File: config.mk
export PLATFORM = sky130hd
export DESIGN_NAME = spi_burst_engine
export DESIGN_NICKNAME = d
export VERILOG_FILES = /design/src/rtl/spi_burst_pkg.sv /design/src/rtl/spi_burst_fsm.sv /design/src/rtl/spi_cs_drive.sv /design/src/rtl/spi_irq_status.sv /design/src/rtl/spi_burst_engine.sv
export SDC_FILE = /design/constraint.sdc
export NUM_CORES = 1
export LEC_CHECK = 0
export ABC_AREA = 1
export BUFFER_PORTS_ARGS = -buffer_cell sky130_fd_sc_hd__buf_4
export CORE_MARGIN = 8
export CORE_UTILIZATION = 45
export DETAILED_ROUTE_END_ITERATION = 8
export HOLD_SLACK_MARGIN = 0.03
export PLACE_DENSITY = 0.71
export SYNTH_ARGS = -nofsm -noshare
export SYNTH_HDL_FRONTEND = slang
export SYNTH_SLANG_ARGS = --single-unit
File: constraint.sdc
create_clock -name clk -period 5.2 [get_ports clk]
set_clock_uncertainty 0.15 [all_clocks]
set_input_delay 0.26 -clock clk [delete_from_list [all_inputs] [get_ports clk]]
set_output_delay 0.26 -clock clk [all_outputs]
set_load 0.005 [all_outputs]
File: src/rtl/spi_burst_pkg.sv
package spi_burst_pkg;
    typedef enum logic [2:0] {
        ST_IDLE,
        ST_LEAD,
        ST_LOAD,
        ST_SHIFT,
        ST_STORE,
        ST_TRAIL
    } seq_state_e;

    localparam int STS_DONE = 0;
    localparam int STS_OVF  = 1;
    localparam int STS_W    = 2;
endpackage

File: src/rtl/spi_burst_fsm.sv
module spi_burst_fsm
    import spi_burst_pkg::*;
#(
    parameter int DW = 8,
    parameter int CW = 24
) (
    input  logic          clk,
    input  logic          rst_n,
    input  logic          start,
    input  logic          half_tick,
    input  logic          cpha,
    input  logic          cpol,
    input  logic          lsb_first,
    input  logic          drop_rx,
    input  logic [CW-1:0] burst_len,
    input  logic [CW-1:0] tx_len,
    input  logic [DW-1:0] tx_data,
    input  logic          tx_empty,
    output logic          tx_pop,
    input  logic          rx_full,
    output logic          rx_push,
    output logic [DW-1:0] rx_data,
    input  logic          miso,
    output logic          sclk,
    output logic          mosi,
    output logic          busy,
    output logic          done_pulse,
    output logic          ovf_pulse
);
    localparam int EW = $clog2(2 * DW);
    localparam int BW = $clog2(DW);
    localparam logic [EW-1:0] LAST_EDGE = EW'(2 * DW - 1);

    typedef struct packed {
        seq_state_e    st;
        logic [CW-1:0] idx;
        logic [EW-1:0] edg;
        logic          ph;
        logic [DW-1:0] txb;
        logic [DW-1:0] rxb;
        logic          out;
    } seq_t;

    seq_t q, d;

    // bit k of a frame in shift order
    function automatic logic pick(input logic [DW-1:0] b, input logic [BW-1:0] k,
                                  input logic lsb);
        return lsb ? b[k] : b[BW'(DW - 1) - k];
    endfunction

    function automatic logic [DW-1:0] place(input logic [DW-1:0] b, input logic [BW-1:0] k,
                                            input logic lsb, input logic v);
        logic [DW-1:0] r;
        r = b;
        if (lsb) r[k] = v;
        else     r[BW'(DW - 1) - k] = v;
        return r;
    endfunction

    logic          real_byte;
    logic          lead_e;
    logic [BW-1:0] k;
    logic [DW-1:0] fetched;
    logic [CW-1:0] idx_inc;

    always_comb begin
        d          = q;
        tx_pop     = 1'b0;
        rx_push    = 1'b0;
        done_pulse = 1'b0;
        ovf_pulse  = 1'b0;
        real_byte  = q.idx < tx_len;
        lead_e     = ~q.edg[0];
        k          = BW'(q.edg >> 1);
        fetched    = real_byte ? tx_data : '0;
        idx_inc    = q.idx + CW'(1);
        case (q.st)
            ST_IDLE: begin
                if (start) begin
                    d.st  = ST_LEAD;
                    d.idx = '0;
                    d.ph  = 1'b0;
                end
            end
            ST_LEAD: begin
                if (half_tick) d.st = (q.idx < burst_len) ? ST_LOAD : ST_TRAIL;
            end
            ST_LOAD: begin
                if (!(real_byte && tx_empty)) begin
                    tx_pop = real_byte;
                    d.txb  = fetched;
                    d.rxb  = '0;
                    d.edg  = '0;
                    if (!cpha) d.out = pick(fetched, '0, lsb_first);
                    d.st   = ST_SHIFT;
                end
            end
            ST_SHIFT: begin
                if (half_tick) begin
                    d.ph  = ~q.ph;
                    d.edg = q.edg + EW'(1);
                    if (lead_e != cpha) d.rxb = place(q.rxb, k, lsb_first, miso);
                    if (!cpha && !lead_e && q.edg != LAST_EDGE)
                        d.out = pick(q.txb, k + BW'(1), lsb_first);
                    if (cpha && lead_e) d.out = pick(q.txb, k, lsb_first);
                    if (q.edg == LAST_EDGE) d.st = ST_STORE;
                end
            end
            ST_STORE: begin
                if (!drop_rx) begin
                    if (rx_full) ovf_pulse = 1'b1;
                    else         rx_push   = 1'b1;
                end
                d.idx = idx_inc;
                d.st  = (idx_inc < burst_len) ? ST_LOAD : ST_TRAIL;
            end
            ST_TRAIL: begin
                if (half_tick) begin
                    d.st       = ST_IDLE;
                    done_pulse = 1'b1;
                end
            end
            default: d.st = ST_IDLE;
        endcase
    end

    always_ff @(posedge clk or negedge rst_n) begin
        if (!rst_n) q <= seq_t'('0);
        else        q <= d;
    end

    assign rx_data = q.rxb;
    assign sclk    = cpol ^ q.ph;
    assign mosi    = q.out;
    assign busy    = (q.st != ST_IDLE);

    p_start_busy_r1: assert property (@(posedge clk) disable iff (!rst_n)
        (!busy && start) |=> busy);
    p_push_drop_r6: assert property (@(posedge clk) disable iff (!rst_n)
        rx_push |-> !drop_rx);
    p_push_room_r7: assert property (@(posedge clk) disable iff (!rst_n)
        rx_push |-> !rx_full);
    p_pop_data_r8: assert property (@(posedge clk) disable iff (!rst_n)
        tx_pop |-> !tx_empty);
    p_stall_idle_r8: assert property (@(posedge clk) disable iff (!rst_n)
        (q.st == ST_LOAD) |-> (sclk == cpol));
    p_idle_clock_r5: assert property (@(posedge clk) disable iff (!rst_n)
        !busy |-> (sclk == cpol));
endmodule

File: src/rtl/spi_cs_drive.sv
module spi_cs_drive #(
    parameter int NCS = 4,
    parameter int SW  = $clog2(NCS)
) (
    input  logic           clk,
    input  logic           rst_n,
    input  logic           busy,
    input  logic [SW-1:0]  cs_sel,
    input  logic           manual,
    input  logic           level,
    input  logic           pol,
    output logic [NCS-1:0] cs_o
);
    logic [NCS-1:0] cs_d;

    for (genvar i = 0; i < NCS; i++) begin : g_line
        always_comb begin
            if (cs_sel == SW'(i)) cs_d[i] = manual ? level : (busy ? pol : ~pol);
            else                  cs_d[i] = ~pol;
        end
    end

    assign cs_o = cs_d;

    p_single_line_r9: assert property (@(posedge clk) disable iff (!rst_n)
        $onehot0(cs_o ^ {NCS{~pol}}));
    p_auto_active_r9: assert property (@(posedge clk) disable iff (!rst_n)
        (!manual && busy) |-> (cs_o[cs_sel] == pol));
    p_manual_level_r10: assert property (@(posedge clk) disable iff (!rst_n)
        manual |-> (cs_o[cs_sel] == level));
endmodule

File: src/rtl/spi_irq_status.sv
module spi_irq_status #(
    parameter int W = 2
) (
    input  logic         clk,
    input  logic         rst_n,
    input  logic [W-1:0] set,
    input  logic [W-1:0] clr,
    input  logic [W-1:0] ie,
    output logic [W-1:0] sts,
    output logic         irq
);
    logic [W-1:0] sts_d, sts_q;

    always_comb sts_d = (sts_q & ~clr) | set;

    always_ff @(posedge clk or negedge rst_n) begin
        if (!rst_n) sts_q <= '0;
        else        sts_q <= sts_d;
    end

    assign sts = sts_q;
    assign irq = |(sts_q & ie);

    for (genvar i = 0; i < W; i++) begin : g_chk
        p_flag_sticky_r11: assert property (@(posedge clk) disable iff (!rst_n)
            (sts_q[i] && !clr[i]) |=> sts_q[i]);
        p_flag_clear_r11: assert property (@(posedge clk) disable iff (!rst_n)
            (clr[i] && !set[i]) |=> !sts_q[i]);
    end
endmodule

File: src/rtl/spi_burst_engine.sv
module spi_burst_engine
    import spi_burst_pkg::*;
#(
    parameter int DW  = 8,
    parameter int CW  = 24,
    parameter int NCS = 4,
    localparam int SW = $clog2(NCS)
) (
    input  logic           clk,
    input  logic           rst_n,
    input  logic           xfer_start,
    output logic           xfer_busy,
    input  logic           cfg_cpha,
    input  logic           cfg_cpol,
    input  logic           cfg_lsb_first,
    input  logic           cfg_drop_rx,
    input  logic [SW-1:0]  cfg_cs_sel,
    input  logic           cfg_cs_manual,
    input  logic           cfg_cs_level,
    input  logic           cfg_cs_pol,
    input  logic [CW-1:0]  burst_len,
    input  logic [CW-1:0]  tx_len,
    input  logic [DW-1:0]  tx_data,
    input  logic           tx_empty,
    output logic           tx_pop,
    input  logic           rx_full,
    output logic           rx_push,
    output logic [DW-1:0]  rx_data,
    input  logic           half_tick,
    output logic           spi_sclk,
    output logic           spi_mosi,
    input  logic           spi_miso,
    output logic [NCS-1:0] spi_cs,
    input  logic [STS_W-1:0] sts_clr,
    input  logic [STS_W-1:0] irq_en,
    output logic [STS_W-1:0] sts_flags,
    output logic           irq
);
    logic done_pulse, ovf_pulse;
    logic [STS_W-1:0] sts_set;

    spi_burst_fsm #(.DW(DW), .CW(CW)) u_seq (
        .clk(clk), .rst_n(rst_n), .start(xfer_start), .half_tick(half_tick),
        .cpha(cfg_cpha), .cpol(cfg_cpol), .lsb_first(cfg_lsb_first),
        .drop_rx(cfg_drop_rx), .burst_len(burst_len), .tx_len(tx_len),
        .tx_data(tx_data), .tx_empty(tx_empty), .tx_pop(tx_pop),
        .rx_full(rx_full), .rx_push(rx_push), .rx_data(rx_data),
        .miso(spi_miso), .sclk(spi_sclk), .mosi(spi_mosi), .busy(xfer_busy),
        .done_pulse(done_pulse), .ovf_pulse(ovf_pulse)
    );

    spi_cs_drive #(.NCS(NCS)) u_cs (
        .clk(clk), .rst_n(rst_n), .busy(xfer_busy), .cs_sel(cfg_cs_sel),
        .manual(cfg_cs_manual), .level(cfg_cs_level), .pol(cfg_cs_pol),
        .cs_o(spi_cs)
    );

    always_comb begin
        sts_set           = '0;
        sts_set[STS_DONE] = done_pulse;
        sts_set[STS_OVF]  = ovf_pulse;
    end

    spi_irq_status #(.W(STS_W)) u_sts (
        .clk(clk), .rst_n(rst_n), .set(sts_set), .clr(sts_clr), .ie(irq_en),
        .sts(sts_flags), .irq(irq)
    );

    p_done_on_finish_r11: assert property (@(posedge clk) disable iff (!rst_n)
        $fell(xfer_busy) |-> sts_flags[STS_DONE]);
endmodule

==> results of run 1 <==
-- area by class of cell --
type,instances,area [sq um]
clock buffer,6,129
fill,1168,5200
inverter,152,576
multi-input combinational,579,3360
sequential,51,1280
tap,143,179
timing repair buffer,104,798
-- critical path: stages, from the launching register on --
cell and delay, ns:
dfrtp_1 0.42, ha_1 0.22, nand3_2 0.11, nor2_4 0.16
nand2_1 0.10, nor2_2 0.12, nand2_1 0.11, nor2_2 0.13
nand2_1 0.08, xor2_1 0.18, inv_1 0.07, ha_1 0.27
nand2_1 0.05, nor2_1 0.11, nand4_1 0.12, a21oi_1 0.16
nor2_1 0.07, nand2_1 0.06, nand2_1 0.07, nand3_1 0.11
nand2_1 0.05, nand2_1 0.05
-- through the flow --
step	utilization, %	power, mW	worst slack, ns	hold WS (ns)	area (sq um)
final	54.9	1.73	2.17	0.0311	6320
after global routing	54.9	1.89	1.83	0.0489	6320
after CTS	54.9	1.74	2.17	0.0357	6320
after detailed placement	53.1	1.41	2.21	0.206	6120
after global placement	53.1	1.40	2.30	0.197	6120
after floorplan	-	1.17	2.54	-0.186	5340
-- final timing paths --
kind / start / end / slack, ns / cells after the start
min in group asynchronous: rst_n / u_seq.q[38] / 0.41 / 2
min: tx_data[1] / u_seq.q[10] / 0.03 / 3
max in group asynchronous: rst_n / u_seq.q[28] / 4.03 / 2
max reg2reg: u_seq.q[23] / u_seq.q[48] / 2.17 / 21
min reg2reg: u_seq.rx_data[4] / u_seq.rx_data[4] / 0.33 / 2
max: u_seq.q[23] / u_seq.q[48] / 2.17 / 21
-- kinds of logic (layout without fill, tap and decap cells) --
logic type | after synthesis | count (layout) | share of synthesized area (%)
XOR/XNOR | 14 | 14 | 2.30
adder cells (fa/ha/maj) | 74 | 74 | 17.3
AND/OR/NAND/NOR | 379 | 379 | 30.9
AO/OA/AOI/OAI | 112 | 112 | 12.4
flip-flops | 51 | 51 | 23.9
buffers and inverters | 171 | 262 | 13.2
-- registers in the layout, summed over array words and instances (netlist names) --
register,cells
u_seq.mosi,1
u_seq.q,37
u_sts.sts,2
u_seq.k,3
u_seq.rx_data,8
-- per-layer routing --
layer | track usage (%) | routed length (um) | vias up
met5 | 0 | 0 | -
met4 | 3.51 | 132 | 0
met3 | 3.02 | 834 | 7
met2 | 29.5 | 6430 | 137
met1 | 23.0 | 6380 | 2301
li1 | - | - | 2767
-- layout by cell type (no fill, tap or decap), types with 2 or more instances in the layout --
cell / netlist / final
a21o_1: 2 / 2
a21oi_1: 36 / 36
a22o_1: 7 / 7
a31oi_1: 2 / 2
buf_4: 10 / 97
clkbuf_16: 0 / 5
dfrtp_1: 51 / 51
dlygate4sd3_1: 0 / 7
ha_1: 74 / 74
inv_1: 149 / 149
inv_4: 2 / 2
nand2_1: 235 / 235
nand3_1: 43 / 43
nand3_2: 2 / 2
nand4_1: 18 / 18
nor2_1: 52 / 52
nor2_2: 3 / 3
nor2_4: 2 / 2
nor3_1: 10 / 10
nor3_4: 2 / 2
nor3b_1: 2 / 2
nor4_1: 2 / 2
o21a_1: 4 / 4
o21ai_0: 31 / 31
o22ai_1: 24 / 24
or2_2: 5 / 5
xor2_1: 13 / 13
-- power groups by stage --
stage / Combinational, mW / Sequential [mW] / Clock, mW
final: 0.858 / 0.553 / 0.317
after global routing: 0.990 / 0.567 / 0.337
after CTS: 0.859 / 0.552 / 0.327
after detailed placement: 0.851 / 0.558 / 0
after global placement: 0.843 / 0.558 / 0
after floorplan: 0.643 / 0.527 / 0
==> reports/results.tsv, run 1 <==
stage	metric	value	unit
pwr	leakage	3.69	nW
cts	post_cts_resized	0	
cts	cts_max_path_buffers	2	
floorplanning	fp.dieArea	0.0156	sq mm
logic_synthesis	synthArstFlopShare	100	%
worst_hold_path	min-delay-path-class	in2reg	
drt	drt-total-wl	13800	um
drt	wl_per_cell	13.3	um
pwr	p_clk_share	18.4	%
sta	period_share	58.4	%
layout	drive_gt1_share	13.9	%
placed_design	dp.cells	1022	
logic_synthesis	synth_edf_count	0	
layout	nets	1043	
drt	drt_first_pass_iters	5	
setup_path	worstSetupStartpointType	flip-flop	
grt	grt_pass1_vias	4941	
logic_synthesis	netlist_area	0.00534	sq mm
pwr	ir_worst_vdd	0.227	mV
grt	grt_usage	17.5	%
sta	relSlewSlack	54.6	%
pwr	switching_share	44.2	%
sta	tns	0	ns
logic_synthesis	yosys.area.top_type	dfrtp_1	
logic_synthesis	syn_area_per_cell	6.67	sq um
floorplanning	rows	39	
cts	htreeDepth	2	
cts	cts_root_buf	clkbuf_16	
cts	tritoncts	yes	
grt	gr-total-overflow	0	
logic_synthesis	synth_warnings	0	
setup_path	crit_required	5.28	ns
floorplanning	initial_core_util	46.4	%
logic_synthesis	ys_ff_latch	51	
grt	grt_max_degree	52	
run_status	status	finished clean	
placed_design	globalplace.congestion	0.927	
pwr	power_switching	0.764	mW
cts	clock_latency	0.29	ns
placed_design	portBuffers	95	
cts	cts.sinks	51	
logic_synthesis	synth_cell_types	41	
sta	rsz0062_at_grt	no	
logic_synthesis	ys_top_cells_by_area	dfrtp_1 24%, ha_1 17%, nand2_1 17%	
logic_synthesis	yosysSeqAreaShare	23.9	%
sta	layout_min_cycle_time	3.03	ns
sta	tightest_slew	0.680	ns
floorplanning	fp.dieH	125	um
cts	hold_buffers	7	
pwr	comb_power_share	49.6	%
floorplanning	io_pins	96	
logic_synthesis	ys.flop_type	dfrtp_1	
cts	clk_pin_slew	0.07	ns
drt	drtAntennaViolNets	0	
sta	fmax	0.330	GHz
setup_path	arrival	3.11	ns
drt	num_vias	5212	
pwr	seq_power_share	32.0	%
drt	via_per_inst	5.04	
drt	drt_iter0_drc	350	
drt	drcViolationCount	0	
layout	num_antenna_cells	0	
grt	grt_pass1_wl	23300	um
sta	setup_viol	0	
job	cap_violations	0	
cts	numCtsBuffers	5	
placed_design	hpwl	11200	um
cts	postCtsSetupBuffers	0	
sta	final_max_slew_viol_count	0	
logic_synthesis	synth_top_area_share	23.9	%
logic_synthesis	synth_commonest_cells	235 x nand2_1, 149 x inv_1, 74 x ha_1, 52 x nor2_1, 51 x dfrtp_1	
grt	antenna_found_initial	0	
logic_synthesis	synth_nets	951	
logic_synthesis	synth.most_common_cell	nand2_1	
floorplanning	die_x	125	um
logic_synthesis	synth_cells	801	
pwr	p_int	0.965	mW
layout	instances_no_fill	1035	
layout	areaGrowthSynthToFinish	18.3	%
setup_path	crit_type	reg2reg	
setup_path	endpoint_kind	flip-flop	
sta	hold_viol_final	0	
pwr	cellPowerDensity	273	mW/mm^2
floorplanning	coreArea	0.0115	sq mm
setup_path	crit_fanout	5	
Power figures use the tool's default switching activity.
==> run 2: changes to the inputs <==
PLACE_DENSITY = 0.73   (was 0.71)
clock period = 2.5 ns   (was 5.2 ns; I/O delays follow)
==> reports/results.tsv, run 2 (synthesized netlist as in run 1, its figures left out) <==
stage	metric	value	unit
layout	fillers	1044	
setup_path	reg2reg_to	u_seq.q[47]	
pwr	switching_share	43.5	%
layout	multi_input_area	0.00360	sq mm
layout	nets	1132	
cts	tritoncts	yes	
sta	fmax	0.342	GHz
pwr	seq_power_share	29.2	%
layout	top_register	u_seq.q	
sta	fin_ws	-0.421	ns
setup_path	worstPathCellList	ha_4, nand3_4, nor2_4, nand2_2, nor2_4, nand2_2, nor2_2, nand2_1, xor2_1, inv_1, ha_1, nand2_1, nor2_2, nand4_1, nor2_1, nand2_1, nand3_1, nand3_1, nand2_1, nand2_1	
setup_path	r2r_start	u_seq.q[22]	
placed_design	portBuffers	95	
sta	rsz0062_at_grt	yes	
drt	drcViolationCount	0	
setup_path	cp_slowest_cell	dfrtp_1	
placed_design	globalplace.congestion	0.925	
placed_design	dp.cells	1090	
grt	grt_max_degree	52	
setup_path	crit_end	u_seq.q[47]	
pwr	comb_power_share	52.8	%
worst_hold_path	min-delay-path-class	in2reg	
layout	instances_no_fill	1125	
placed_design	dpl_cell_area	0.00666	sq mm
floorplanning	fp.dieH	125	um
placed_design	pre_cts_ws	-0.304	ns
sta	setup_viol	3	
setup_path	cpPeakStageDelay	0.40	ns
layout	layout_commonest_cell	nand2_1	
cts	clk_pin_slew	0.07	ns
floorplanning	fp.dieArea	0.0156	sq mm
floorplanning	coreArea	0.0115	sq mm
setup_path	crit_type	reg2reg	
setup_path	endpoint_kind	flip-flop	
drt	drtAntennaViolNets	0	
cts	htreeDepth	2	
setup_path	worstSetupStartpointType	flip-flop	
layout	largest_register_ffs	37	
run_status	status	complete, but fails checks	
pwr	leakage	4.16	nW
setup_path	crit_required	2.53	ns
cts	cts.sinks	51	
setup_path	r2r_slack	-0.42	ns
grt	antenna_found_initial	0	
sta	final_max_slew_viol_count	0	
run_status	violations	negative setup slack	
layout	areaGrowthSynthToFinish	36.9	%
drt	drt_first_pass_iters	5	
drt	drt_iter0_drc	257	
drt	via_per_inst	5.02	
sta	tightest_slew	0.668	ns
cts	numCtsBuffers	5	
placed_design	hpwl	11700	um
cts	clock_latency	0.29	ns
floorplanning	rows	39	
sta	hold_ws	0.0793	ns
grt	grt_pass1_vias	5305	
sta	hold_viol_final	0	
layout	final_cell_mix	223 x nand2_1, 173 x buf_4, 147 x inv_1	
pwr	ir_worst_vdd	0.383	mV
layout	final_design_area_no_fill	0.00731	sq mm
cts	cts_root_buf	clkbuf_16	
drt	num_vias	5648	
floorplanning	initial_core_util	46.4	%
pwr	power	3.86	mW
pwr	p_clk_share	18.1	%
layout	drive_gt1_share	25.3	%
job	cap_violations	0	
sta	period_share	117	%
grt	grt_pass1_wl	24600	um
drt	drt-total-wl	15300	um
setup_path	reg2reg_depth	20	
cts	cts_max_path_buffers	2	
layout	num_antenna_cells	0	
setup_path	setup.worst_path.start	u_seq.q[22]	
setup_path	arrival	2.95	ns
pwr	power_switching	1.68	mW
sta	layout_min_cycle_time	2.92	ns
pwr	p_int	2.18	mW
setup_path	path_common_cell	nand2_1	
worst_hold_path	hold_start	half_tick	
grt	gr-total-overflow	0	
drt	wl_per_cell	13.6	um
sta	relSlewSlack	55.5	%
setup_path	crit_fanout	4	
layout	seqCellArea	0.00128	sq mm
pwr	cellPowerDensity	527	mW/mm^2
floorplanning	die_x	125	um
grt	grt_usage	18.5	%
floorplanning	io_pins	96	
[run 2: cell type report]
| cell class | count | area share [%] |
|---|---|---|
| clock inverters | 1 | 0.0684 |
| repair buffers | 193 | 21.0 |
| well taps | 143 | 2.45 |
| multi-input cells | 579 | 49.2 |
| clock buffers | 6 | 1.90 |
| flip-flops and latches | 51 | 17.5 |
| inverters | 152 | 7.87 |
[run 2: how the worst min path moves through the flow]
stage	endpoint	slack, ns	cells after the start
3_3_place_gp	u_seq.rx_data[1]	0.06	1
2_1_floorplan	u_seq.k[0]	-0.32	0
4_1_cts	u_seq.q[48]	0.08	4
3_5_place_dp	u_seq.rx_data[1]	0.06	1
6_report	u_seq.q[48]	0.08	4
5_1_grt	u_seq.q[48]	0.10	4
[run 2: power groups by stage]
| stage | clock network [mW] | registers (mW) | logic (mW) |
|---|---|---|---|
| floorplan | 0 | 1.10 | 1.34 |
| global placement | 0 | 1.13 | 1.88 |
| detailed placement | 0 | 1.13 | 1.90 |
| CTS | 0.710 | 1.12 | 1.94 |
| global route | 0.742 | 1.15 | 2.30 |
| finish | 0.696 | 1.12 | 2.04 |
[run 2: repair_timing]
item / CTS / global route
endpoints found under the setup margin: 4 / 24
buffers inserted: 5 / 10
resized for setup: 6 / 44
cloned: 0 / 1
pin swaps: 8 / 31
hold endpoints to repair: 62 / 0
hold buffers: 13 / 0
[run 2: critical path: cells and delay by family (launching register included)]
kind / cells / cell delay (ns)
and+or+nand+nor: 16 / 1.58
adders and majority gates: 2 / 0.44
DFF: 1 / 0.40
xor gates and xnor gates: 1 / 0.17
buffers and inverters: 1 / 0.07
[run 2: stage by stage]
step,util (%),TNS [ns]
after floorplan,-,-0.427
after global placement,57.8,-0.524
after detailed placement,57.8,-0.880
after CTS,60.8,-0.881
after global routing,63.5,-1.83
final,63.5,-1.16
[run 2: metal layers]
metal  wire length, um  vias to the layer above  global-route usage, %  share of wire, %
li1                  -                     2947                      -                 -
met1              6790                     2507                   24.2                44
met2              7370                      172                   31.2                48
met3               840                       22                   2.72               5.5
met4               297                        0                   4.66               1.9
met5                 0                        -                      0                 0
